File: src/rtl/spi_regs_pkg.sv
package spi_regs_pkg;
  localparam int unsigned SPI_DATA_W = 8;
  localparam int unsigned SPI_SYNC_STAGES = 2;

  typedef enum logic {
    DIR_WR = 1'b0,
    DIR_RD = 1'b1
  } dir_e;
endpackage

File: src/rtl/spi_pin_sync.sv
module spi_pin_sync #(
  parameter int unsigned WIDTH = 3,
  parameter int unsigned STAGES = 2,
  parameter logic [WIDTH-1:0] RST_VAL = '0
) (
  input  logic             clk_i,
  input  logic             rst_ni,
  input  logic [WIDTH-1:0] d_i,
  output logic [WIDTH-1:0] q_o
);
  logic [STAGES-1:0][WIDTH-1:0] stg_q;

  generate
    if (STAGES == 1) begin : g_one
      always_ff @(posedge clk_i or negedge rst_ni) begin
        if (!rst_ni) stg_q <= {STAGES{RST_VAL}};
        else         stg_q <= d_i;
      end
    end else begin : g_many
      always_ff @(posedge clk_i or negedge rst_ni) begin
        if (!rst_ni) stg_q <= {STAGES{RST_VAL}};
        else         stg_q <= {stg_q[STAGES-2:0], d_i};
      end
    end
  endgenerate

  assign q_o = stg_q[STAGES-1];
endmodule

File: src/rtl/spi_rx_frame.sv
module spi_rx_frame
  import spi_regs_pkg::*;
#(
  parameter int unsigned DATA_W = SPI_DATA_W,
  parameter int unsigned ADDR_W = DATA_W - 2
) (
  input  logic              clk_i,
  input  logic              rst_ni,
  input  logic              csn_i,
  input  logic              sck_i,
  input  logic              sdi_i,
  output logic              sck_fall_o,
  output logic              byte_start_o,
  output logic [ADDR_W-1:0] addr_o,
  output logic [DATA_W-1:0] wdata_o,
  output logic              wr_pend_o,
  output logic              rd_stb_o
);
  localparam int unsigned CNT_W = $clog2(DATA_W);
  localparam logic [CNT_W-1:0] LAST_BIT = CNT_W'(DATA_W - 1);
  localparam logic [ADDR_W-1:0] ONE = ADDR_W'(1);

  logic              sck_q;
  logic [CNT_W-1:0]  bit_q;
  logic              hdr_done_q;
  logic              first_q;
  dir_e              dir_q;
  logic              inc_q;
  logic [DATA_W-2:0] rx_q;
  logic [ADDR_W-1:0] addr_q;
  logic [DATA_W-1:0] wdata_q;
  logic              wr_pend_q;
  logic              rd_stb_q;

  logic              sck_rise;
  logic              sck_fall;
  logic              byte_end;
  logic              byte_start;
  logic [DATA_W-1:0] rx_byte;

  assign sck_rise   = sck_i & ~sck_q & ~csn_i;
  assign sck_fall   = ~sck_i & sck_q & ~csn_i;
  assign rx_byte    = {rx_q, sdi_i};
  assign byte_end   = sck_rise && (bit_q == LAST_BIT);
  // falling edge that opens a read data byte
  assign byte_start = sck_fall && hdr_done_q && (dir_q == DIR_RD) && (bit_q == '0);

  always_ff @(posedge clk_i or negedge rst_ni) begin
    if (!rst_ni) begin
      sck_q      <= 1'b1;
      bit_q      <= '0;
      hdr_done_q <= 1'b0;
      first_q    <= 1'b1;
      dir_q      <= DIR_WR;
      inc_q      <= 1'b0;
      rx_q       <= '0;
      addr_q     <= '0;
      wdata_q    <= '0;
      wr_pend_q  <= 1'b0;
      rd_stb_q   <= 1'b0;
    end else begin
      sck_q     <= sck_i;
      wr_pend_q <= 1'b0;
      rd_stb_q  <= 1'b0;
      // step after a committed write
      if (wr_pend_q && inc_q) addr_q <= addr_q + ONE;
      if (csn_i) begin
        bit_q      <= '0;
        hdr_done_q <= 1'b0;
        first_q    <= 1'b1;
        dir_q      <= DIR_WR;
      end else begin
        if (sck_rise) begin
          rx_q  <= rx_byte[DATA_W-2:0];
          bit_q <= (bit_q == LAST_BIT) ? '0 : bit_q + CNT_W'(1);
          if (byte_end) begin
            if (!hdr_done_q) begin
              hdr_done_q <= 1'b1;
              dir_q      <= dir_e'(rx_byte[DATA_W-1]);
              inc_q      <= rx_byte[DATA_W-2];
              addr_q     <= rx_byte[ADDR_W-1:0];
            end else if (dir_q == DIR_WR) begin
              wdata_q   <= rx_byte;
              wr_pend_q <= 1'b1;
            end
          end
        end
        if (byte_start) begin
          rd_stb_q <= 1'b1;
          first_q  <= 1'b0;
          if (!first_q && inc_q) addr_q <= addr_q + ONE;
        end
      end
    end
  end

  assign sck_fall_o   = sck_fall;
  assign byte_start_o = byte_start;
  assign addr_o       = addr_q;
  assign wdata_o      = wdata_q;
  assign wr_pend_o    = wr_pend_q;
  assign rd_stb_o     = rd_stb_q;
endmodule

File: src/rtl/spi_tx_shift.sv
module spi_tx_shift
  import spi_regs_pkg::*;
#(
  parameter int unsigned DATA_W = SPI_DATA_W
) (
  input  logic              clk_i,
  input  logic              rst_ni,
  input  logic              csn_i,
  input  logic              sck_fall_i,
  input  logic              byte_start_i,
  input  logic              load_i,
  input  logic [DATA_W-1:0] rdata_i,
  input  logic              hit_i,
  input  logic              three_wire_i,
  output logic              sd_o,
  output logic              sdi_oe_o,
  output logic              sdo_oe_o
);
  logic [DATA_W-1:0] tx_q;
  logic              drv_q;
  logic              oe;

  always_ff @(posedge clk_i or negedge rst_ni) begin
    if (!rst_ni) begin
      tx_q  <= '0;
      drv_q <= 1'b0;
    end else if (csn_i) begin
      drv_q <= 1'b0;
    end else if (load_i) begin
      tx_q  <= hit_i ? rdata_i : '0;
      drv_q <= 1'b1;
    end else if (sck_fall_i && drv_q && !byte_start_i) begin
      // hold the last bit until the next byte is loaded
      tx_q <= {tx_q[DATA_W-2:0], 1'b0};
    end
  end

  assign oe       = drv_q & ~csn_i;
  assign sd_o     = tx_q[DATA_W-1];
  assign sdi_oe_o = oe & three_wire_i;
  assign sdo_oe_o = oe & ~three_wire_i;
endmodule

File: src/rtl/spi_reg_slave.sv
module spi_reg_slave
  import spi_regs_pkg::*;
#(
  parameter int unsigned DATA_W = SPI_DATA_W,
  parameter int unsigned SYNC_STAGES = SPI_SYNC_STAGES
) (
  input  logic              clk_i,
  input  logic              rst_ni,
  input  logic              three_wire_i,
  input  logic              csn_i,
  input  logic              sck_i,
  input  logic              sdi_i,
  output logic              sdi_o,
  output logic              sdi_oe_o,
  output logic              sdo_o,
  output logic              sdo_oe_o,
  output logic [DATA_W-3:0] reg_addr_o,
  output logic [DATA_W-1:0] reg_wdata_o,
  output logic              reg_we_o,
  output logic              reg_re_o,
  input  logic [DATA_W-1:0] reg_rdata_i,
  input  logic              reg_hit_i
);
  localparam int unsigned ADDR_W = DATA_W - 2;

  logic [2:0] sync_q;
  logic       csn_s;
  logic       sck_s;
  logic       sdi_s;
  logic       sck_fall;
  logic       byte_start;
  logic       wr_pend;
  logic       rd_stb;
  logic       sd;

  spi_pin_sync #(
    .WIDTH  (3),
    .STAGES (SYNC_STAGES),
    .RST_VAL(3'b110)
  ) u_sync (
    .clk_i (clk_i),
    .rst_ni(rst_ni),
    .d_i   ({csn_i, sck_i, sdi_i}),
    .q_o   (sync_q)
  );

  assign csn_s = sync_q[2];
  assign sck_s = sync_q[1];
  assign sdi_s = sync_q[0];

  spi_rx_frame #(
    .DATA_W(DATA_W),
    .ADDR_W(ADDR_W)
  ) u_rx (
    .clk_i       (clk_i),
    .rst_ni      (rst_ni),
    .csn_i       (csn_s),
    .sck_i       (sck_s),
    .sdi_i       (sdi_s),
    .sck_fall_o  (sck_fall),
    .byte_start_o(byte_start),
    .addr_o      (reg_addr_o),
    .wdata_o     (reg_wdata_o),
    .wr_pend_o   (wr_pend),
    .rd_stb_o    (rd_stb)
  );

  spi_tx_shift #(
    .DATA_W(DATA_W)
  ) u_tx (
    .clk_i       (clk_i),
    .rst_ni      (rst_ni),
    .csn_i       (csn_s),
    .sck_fall_i  (sck_fall),
    .byte_start_i(byte_start),
    .load_i      (rd_stb),
    .rdata_i     (reg_rdata_i),
    .hit_i       (reg_hit_i),
    .three_wire_i(three_wire_i),
    .sd_o        (sd),
    .sdi_oe_o    (sdi_oe_o),
    .sdo_oe_o    (sdo_oe_o)
  );

  assign sdi_o    = sd;
  assign sdo_o    = sd;
  assign reg_we_o = wr_pend & reg_hit_i;
  assign reg_re_o = rd_stb;
endmodule

File: config.mk
export PLATFORM = sky130hd
export DESIGN_NAME = spi_reg_slave
export DESIGN_NICKNAME = d
export VERILOG_FILES = /design/src/rtl/spi_regs_pkg.sv /design/src/rtl/spi_pin_sync.sv /design/src/rtl/spi_rx_frame.sv /design/src/rtl/spi_tx_shift.sv /design/src/rtl/spi_reg_slave.sv
export SDC_FILE = /design/constraint.sdc
export NUM_CORES = 1
export LEC_CHECK = 0
export BUFFER_PORTS_ARGS = -buffer_cell sky130_fd_sc_hd__clkbuf_2
export CORE_ASPECT_RATIO = 0.9
export CORE_MARGIN = 8
export CORE_UTILIZATION = 35
export CTS_BUF_LIST = sky130_fd_sc_hd__clkbuf_4
export CTS_CLUSTER_DIAMETER = 80
export DETAILED_ROUTE_END_ITERATION = 12
export PLACE_DENSITY = 0.58
export SETUP_SLACK_MARGIN = 0.05
export SYNTH_ARGS = -nofsm -noshare
export SYNTH_HDL_FRONTEND = slang
export SYNTH_HIERARCHICAL = 1
export SYNTH_SLANG_ARGS = --single-unit
File: constraint.sdc
create_clock -name clk_i -period 4.6 [get_ports clk_i]
set_clock_uncertainty 0.15 [all_clocks]
set_input_delay 0.92 -clock clk_i [delete_from_list [all_inputs] [get_ports clk_i]]
set_output_delay 0.92 -clock clk_i [all_outputs]
set_load 0.01 [all_outputs]
==> results_dict.tcl, run 1 <==
set metrics [dict create \
    grt_pass1_wl_um 6730 \
    use_met3_pct 2.94 \
    fin_nets 223 \
    async_flop_share_pct 100 \
    critPathKind "in -> out" \
    io_pins 35 \
    first_global_vias 1352 \
    worst_pin_slew_ps 594 \
    total_leakage_power_nw 1.15 \
    crit_path_max_incr_delay_ps 170 \
    viasPerCell 4.89 \
    seq_area_frac_synth_pct 55.8 \
    insertion_delay_ps 360 \
    whs_ps 216 \
    ctsResizeCount 0 \
    setup_viol 0 \
    synth.avg_cell_area_um2 12.1 \
    yosysWarnings 6 \
    gr-usage-met2_pct 15.3 \
    critPathSlowestCell "nor3b_1" \
    remaining_drc_errors 0 \
    syn_nets 190 \
    fin_crit_ps 2410 \
    core_area_mm2 0.00569 \
    worstHoldPathCells 0 \
    firstDrtPassIters 4 \
    grt_util_met1_pct 12.0 \
    fillers 546 \
    final_util_pct 41.2 \
    postRouteWirelength_um 3980 \
    grt_usage_pct 9.70 \
    fin_tns_setup_ps 0 \
    hold_viol_final 0 \
    r2r.worst_path.cells 5 \
    rr_endpoint "u_tx/tx_q[2]" \
    crit_arrival_ps 1340 \
    drive_gt1_share_pct 40.0 \
    clk_path_buf_depth 2 \
    irDropWorstVdd_mv 0.103 \
    rsz0062_at_grt "no" \
    numClockSinks 46 \
    num_vias 1345 \
    critPathRequiredTime_ps 3530 \
    synth_top_flop_cell "dfrtp_1" \
    ant_nets 0 \
    worstPathMaxFanout 2 \
    cts_root_buffer "clkbuf_4" \
    reg2reg_from "u_sync/q_o[2]" \
    die-area_mm2 0.00865 \
    post_cts_buffers 0 \
    place_ws_ps 2180 \
    gr-max-usage-layer "met2" \
    path_clk_slew_ps 120 \
    powerDensity_mw_per_mm2 301 \
    syn_inst 171 \
    area_growth_pct 12.9 \
    synthesis.area_mm2 0.00208 \
    die_w_um 97.2 \
    synth_edf_count 0 \
    hold_path_end "u_sync/q_o[1]" \
    cts_buffers 5 \
    critPathCaptureType "output port" \
    postCtsHoldBufs 0 \
    max_slew_margin_pct 60.4 \
    rows 26 \
    routabilityCongestion 0.747 \
    dr.first_iter.drc_count 55 \
    synth-seq-cells 46 \
    setup_ws_ps 2190 \
    min_from "u_sync/stg_q[1]" \
    die_h_um 89.1 \
    status "finished, final reports clean" \
    cts_tree "yes" \
    antenna_found_initial 0 \
    synthDistinctLibCells 45 \
    diodes 0 \
    hold_class "reg -> reg" \
    worst_path_most_repeated_cell "clkbuf_2" \
    reg2reg_setup_slack_ps 2390 \
    cp-start-kind "input pin" \
    overflow 0 \
    avgRoutedWirePerCell_um 14.5 \
    drv_slew 0 \
    fmax_mhz 415 \
    htree_levels 2 \
    path_cells "clkbuf_2 > nor3b_1 > clkbuf_2" \
    start_util_pct 36.5 \
    dp_hpwl_um 2880 \
    portBuffers 34 \
    grt_max_degree 47 \
    period_share_pct 52.3 \
    drv_cap 0 \
]
-- cell usage in the layout, fill, tap and decap left out, types with 2 or more instances in the layout --
master and count:
a211oi_1 3, a21oi_1 3, a22o_2 5, a22oi_1 2
a311oi_1 2, and2_1 5, clkbuf_2 34, clkbuf_4 7
dfrtp_1 40, dfstp_2 6, ha_1 4, inv_1 8
mux2_2 21, mux2i_1 2, nand2_1 11, nand3_1 2
nor2_1 15, nor3_1 3, o21ai_0 5, o22ai_1 2
-- final cells by class --
type | count | area (µm²) | area share, %
Multi-Input combinational cell | 107 | 830 | 35.4
Clock buffer | 7 | 52.6 | 2.24
Clock inverter | 1 | 3.75 | 0.160
Inverter | 9 | 33.8 | 1.44
Sequential cell | 46 | 1160 | 49.4
Timing Repair Buffer | 35 | 178 | 7.58
Tap cell | 70 | 87.6 | 3.74
-- critical path, delay by kind of cell --
family | cells | cell delay, ps
AND/OR/NAND/NOR | 1 | 170
buffers and inverters | 2 | 250
-- stage by stage --
step	total power, mW	std cells	cell area (µm²)
after floorplan	0.493	171	2080
after global placement	0.518	267	2290
after detailed placement	0.520	267	2290
after CTS	0.716	275	2340
after global routing	0.740	275	2340
final	0.705	275	2340
-- how the worst max path moves through the flow --
stage / to / cells past startpoint / start / slack, ps
global route: sdi_oe_o / 2 / u_sync/q_o[2] / 2110
detailed placement: sdo_oe_o / 3 / three_wire_i / 2180
floorplan: sdo_oe_o / 1 / three_wire_i / 2300
finish: sdo_oe_o / 3 / three_wire_i / 2190
CTS: sdi_oe_o / 2 / u_sync/q_o[2] / 2160
global placement: sdo_oe_o / 3 / three_wire_i / 2210
-- cell usage after synthesis (all sizes together), types with 2 or more instances --
cell | n | share of area, %
a211oi | 3 | 1.1
a21oi | 4 | 1.5
a22o | 6 | 2.8
a22oi | 2 | 0.72
a311oi | 3 | 1.6
and2 | 5 | 1.5
buf | 7 | 2.2
clkbuf | 2 | 0.42
dfrtp | 40 | 48
dfstp | 6 | 7.6
ha | 4 | 2.4
inv | 9 | 1.6
mux2 | 22 | 12
mux2i | 2 | 0.96
nand2 | 11 | 2.0
nand3 | 2 | 0.48
nor2 | 15 | 2.7
nor3 | 3 | 0.72
o21ai | 6 | 1.6
o22ai | 2 | 0.60
or3 | 2 | 0.84
-- logic make-up after synthesis --
logic type,after synthesis,synth area share [%]
muxes,24,13.1
AOI/OAI and AO/OA,30,12.2
and+or+nand+nor,49,12.3
buffers and inverters,18,4.22
adders and majority gates,4,2.41
DFF,46,55.8
-- power by group --
group	internal, mW	switching, mW	leakage [nW]	total (mW)
sequential	0.435	0.0288	0.600	0.464
combinational	0.0268	0.0199	0.520	0.0467
clock	0.0708	0.123	0.0338	0.194
-- state kept, by name, summed over array words and instances (netlist names), 3 cells and up --
register and count:
u_rx/wdata_o 8, u_tx/tx_q 8, u_rx/rx_q 7, u_rx/addr_o 6, u_rx/bit_q 3, u_sync/q_o 3, u_sync/stg_q 3
-- per-layer routing --
| metal | part of all wire [%] | vias up |
|---|---|---|
| met2 | 47 | 17 |
| met3 | 3.4 | 2 |
| met4 | 1.0 | 0 |
| met5 | 0 | - |
| met1 | 49 | 656 |
| li1 | - | 670 |
(Power assumes the default switching activity.)
==> run 2, diff against run 1 <==
Settings changed: ABC_AREA from default to 1, PLACE_DENSITY 0.58 to 0.59.
Clock period 4.6 ns to 1.9 ns, I/O delays scaled along.
==> results_dict.tcl, run 2 <==
set metrics [dict create \
    status "finished, final reports clean" \
    cp_top_family "flip-flops" \
    critPathSlowestCell "dfstp_2" \
    fillers 685 \
    worst_pin_slew_ps 420 \
    fin_crit_ps 1760 \
    ant_nets 0 \
    crit_path_max_incr_delay_ps 570 \
    async_flop_share_pct 100 \
    drv_cap 0 \
    placed_cells 382 \
    regArea_mm2 0.00116 \
    synth.avg_cell_area_um2 8.65 \
    post-synth-top-count-cell "nand2_1" \
    syn_inst 265 \
    area_growth_pct 18.3 \
    path_buf_inv 2 \
    final_cell_mix "nand2_1, dfrtp_1, clkbuf_2, inv_1, nand3_1" \
    setup_viol 0 \
    synthDistinctLibCells 31 \
    synth_edf_count 0 \
    use_met3_pct 2.85 \
    postRouteWirelength_um 4830 \
    timing.critical_path.from "u_sync/q_o[2]" \
    multi_input_area_um2 948 \
    firstDrtPassIters 4 \
    fmax_mhz 567 \
    synthesis.area_mm2 0.00229 \
    grt_max_degree 47 \
    critPathKind "reg -> out" \
    reg2reg_from "u_sync/q_o[2]" \
    syn_nets 284 \
    antenna_found_initial 0 \
    start_util_pct 35.5 \
    cp-start-kind "register" \
    portBuffers 34 \
    fin_tns_setup_ps 0 \
    rsz0062_at_grt "no" \
    synth-seq-cells 46 \
    dr.first_iter.drc_count 68 \
    viasPerCell 4.49 \
    remaining_drc_errors 0 \
    cts_root_buffer "clkbuf_4" \
    synth_top_area_share_pct 43.7 \
    avgRoutedWirePerCell_um 12.1 \
    first_global_vias 1872 \
    drv_slew 0 \
    die_w_um 101 \
    powerDensity_mw_per_mm2 730 \
    routabilityCongestion 0.772 \
    die-area_mm2 0.00939 \
    layout_commonest_cell "nand2_1" \
    core_area_mm2 0.00645 \
    rr_endpoint "u_rx/wdata_o[4]" \
    critPathRequiredTime_ps 1370 \
    min_from "reg_rdata_i[0]" \
    dp_hpwl_um 3430 \
    insertion_delay_ps 360 \
    gr-max-usage-layer "met2" \
    io_pins 35 \
    reg2reg_setup_slack_ps 180 \
    cts_tree "yes" \
    path_clk_slew_ps 150 \
    clk_path_buf_depth 2 \
    worstPathMaxFanout 3 \
    grt_util_met1_pct 14.9 \
    netlist_top_cells_area "dfrtp_1, nand2_1, dfstp_2, nand3_1, inv_1" \
    hold_path_end "u_tx/tx_q[0]" \
    max_slew_margin_pct 72.0 \
    hold_class "in -> reg" \
    final_util_pct 42.0 \
    grt_pass1_wl_um 8740 \
    hold_viol_final 0 \
    die_h_um 92.8 \
    num_vias 1789 \
    irDropWorstVdd_mv 0.415 \
    htree_levels 2 \
    yosys.area.top_type "dfrtp_1" \
    crit_arrival_ps 1230 \
    synth_top_flop_cell "dfrtp_1" \
    seq_area_frac_synth_pct 50.6 \
    critPathCaptureType "output port" \
    overflow 0 \
    synth_top_cells_by_count "nand2_1, dfrtp_1, inv_1" \
    grt_usage_pct 11.6 \
    drive_gt1_share_pct 26.3 \
    r2r.worst_path.cells 8 \
    worstHoldPathCells 3 \
    total_leakage_power_nw 1.41 \
    path_cells "inv_2 > nand2_2 > nor2_1 > clkbuf_2" \
    fin_nets 326 \
    period_share_pct 92.8 \
    rows 28 \
    cts_buffers 5 \
    numClockSinks 46 \
    fin_cells 398 \
    diodes 0 \
    gr-usage-met2_pct 18.3 \
    whs_ps 99.1 \
    yosysWarnings 6 \
]
## run 2: metrics by stage
step | area, µm² | setup slack (ps) | power (mW)
finish | 2710 | 136 | 1.98
detailed placement | 2520 | 173 | 1.27
global placement | 2520 | 229 | 1.27
global route | 2710 | 56.5 | 2.09
CTS | 2670 | 60.1 | 2.02
floorplan | 2290 | 353 | 1.19
## run 2: repair_timing
| action | 4_1_cts | 5_1_grt |
|---|---|---|
| gates resized for setup | 0 | 4 |
| hold buffers | 4 | 0 |
| endpoints found under the hold margin | 43 | 0 |
| setup buffers | 1 | 3 |
| cloned | 0 | 0 |
| endpoints found under the setup margin | 2 | 19 |
| pin swaps | 0 | 1 |
## run 2: cell type report
cell class / count / area share [%]
clock buffers: 5 / 1.39
clock inverters: 3 / 2.35
inverters: 30 / 4.20
multi-input cells: 179 / 35.0
flip-flops and latches: 46 / 42.8
well taps: 90 / 4.16
repair buffers: 45 / 10.2
## run 2: power breakdown
| part | internal [mW] | switching (mW) |
|---|---|---|
| combinational | 0.0696 | 0.119 |
| clock | 0.406 | 0.318 |
| sequential | 1.03 | 0.0346 |
## run 2: cell families (layout without fill, tap and decap cells)
logic type | count (synthesis) | count (layout) | share of synthesized area [%]
flops | 46 | 46 | 50.6
xor+xnor | 3 | 3 | 1.15
compound gates | 33 | 33 | 9.12
fa+ha+maj | 4 | 4 | 2.18
simple gates | 139 | 139 | 28.3
buf+inv | 40 | 83 | 8.63
## run 2: worst reg2reg max path: stages, from the launching register on
cell and delay [ps]:
dfstp_2 410, buf_4 160, inv_1 150, nand3_4 130
nor2_4 170, nand3_2 90, buf_4 210, nand2_1 90
o21ai_2 50
## run 2: worst max-delay path by stage
stage | endpoint | slack [ps] | cells after the start
final | sdo_oe_o | 140 | 4
after global routing | u_rx/wdata_o[1] | 60 | 8
after CTS | sdo_oe_o | 60 | 4
after detailed placement | u_rx/addr_o[1] | 170 | 7
after global placement | u_rx/addr_o[3] | 230 | 9
after floorplan | u_rx/addr_o[1] | 350 | 7
## run 2: layer usage
| layer | vias up | share of wire [%] |
|---|---|---|
| li1 | 921 | - |
| met1 | 829 | 49 |
| met2 | 34 | 44 |
| met3 | 5 | 5.5 |
| met4 | 0 | 1.4 |
| met5 | - | 0 |
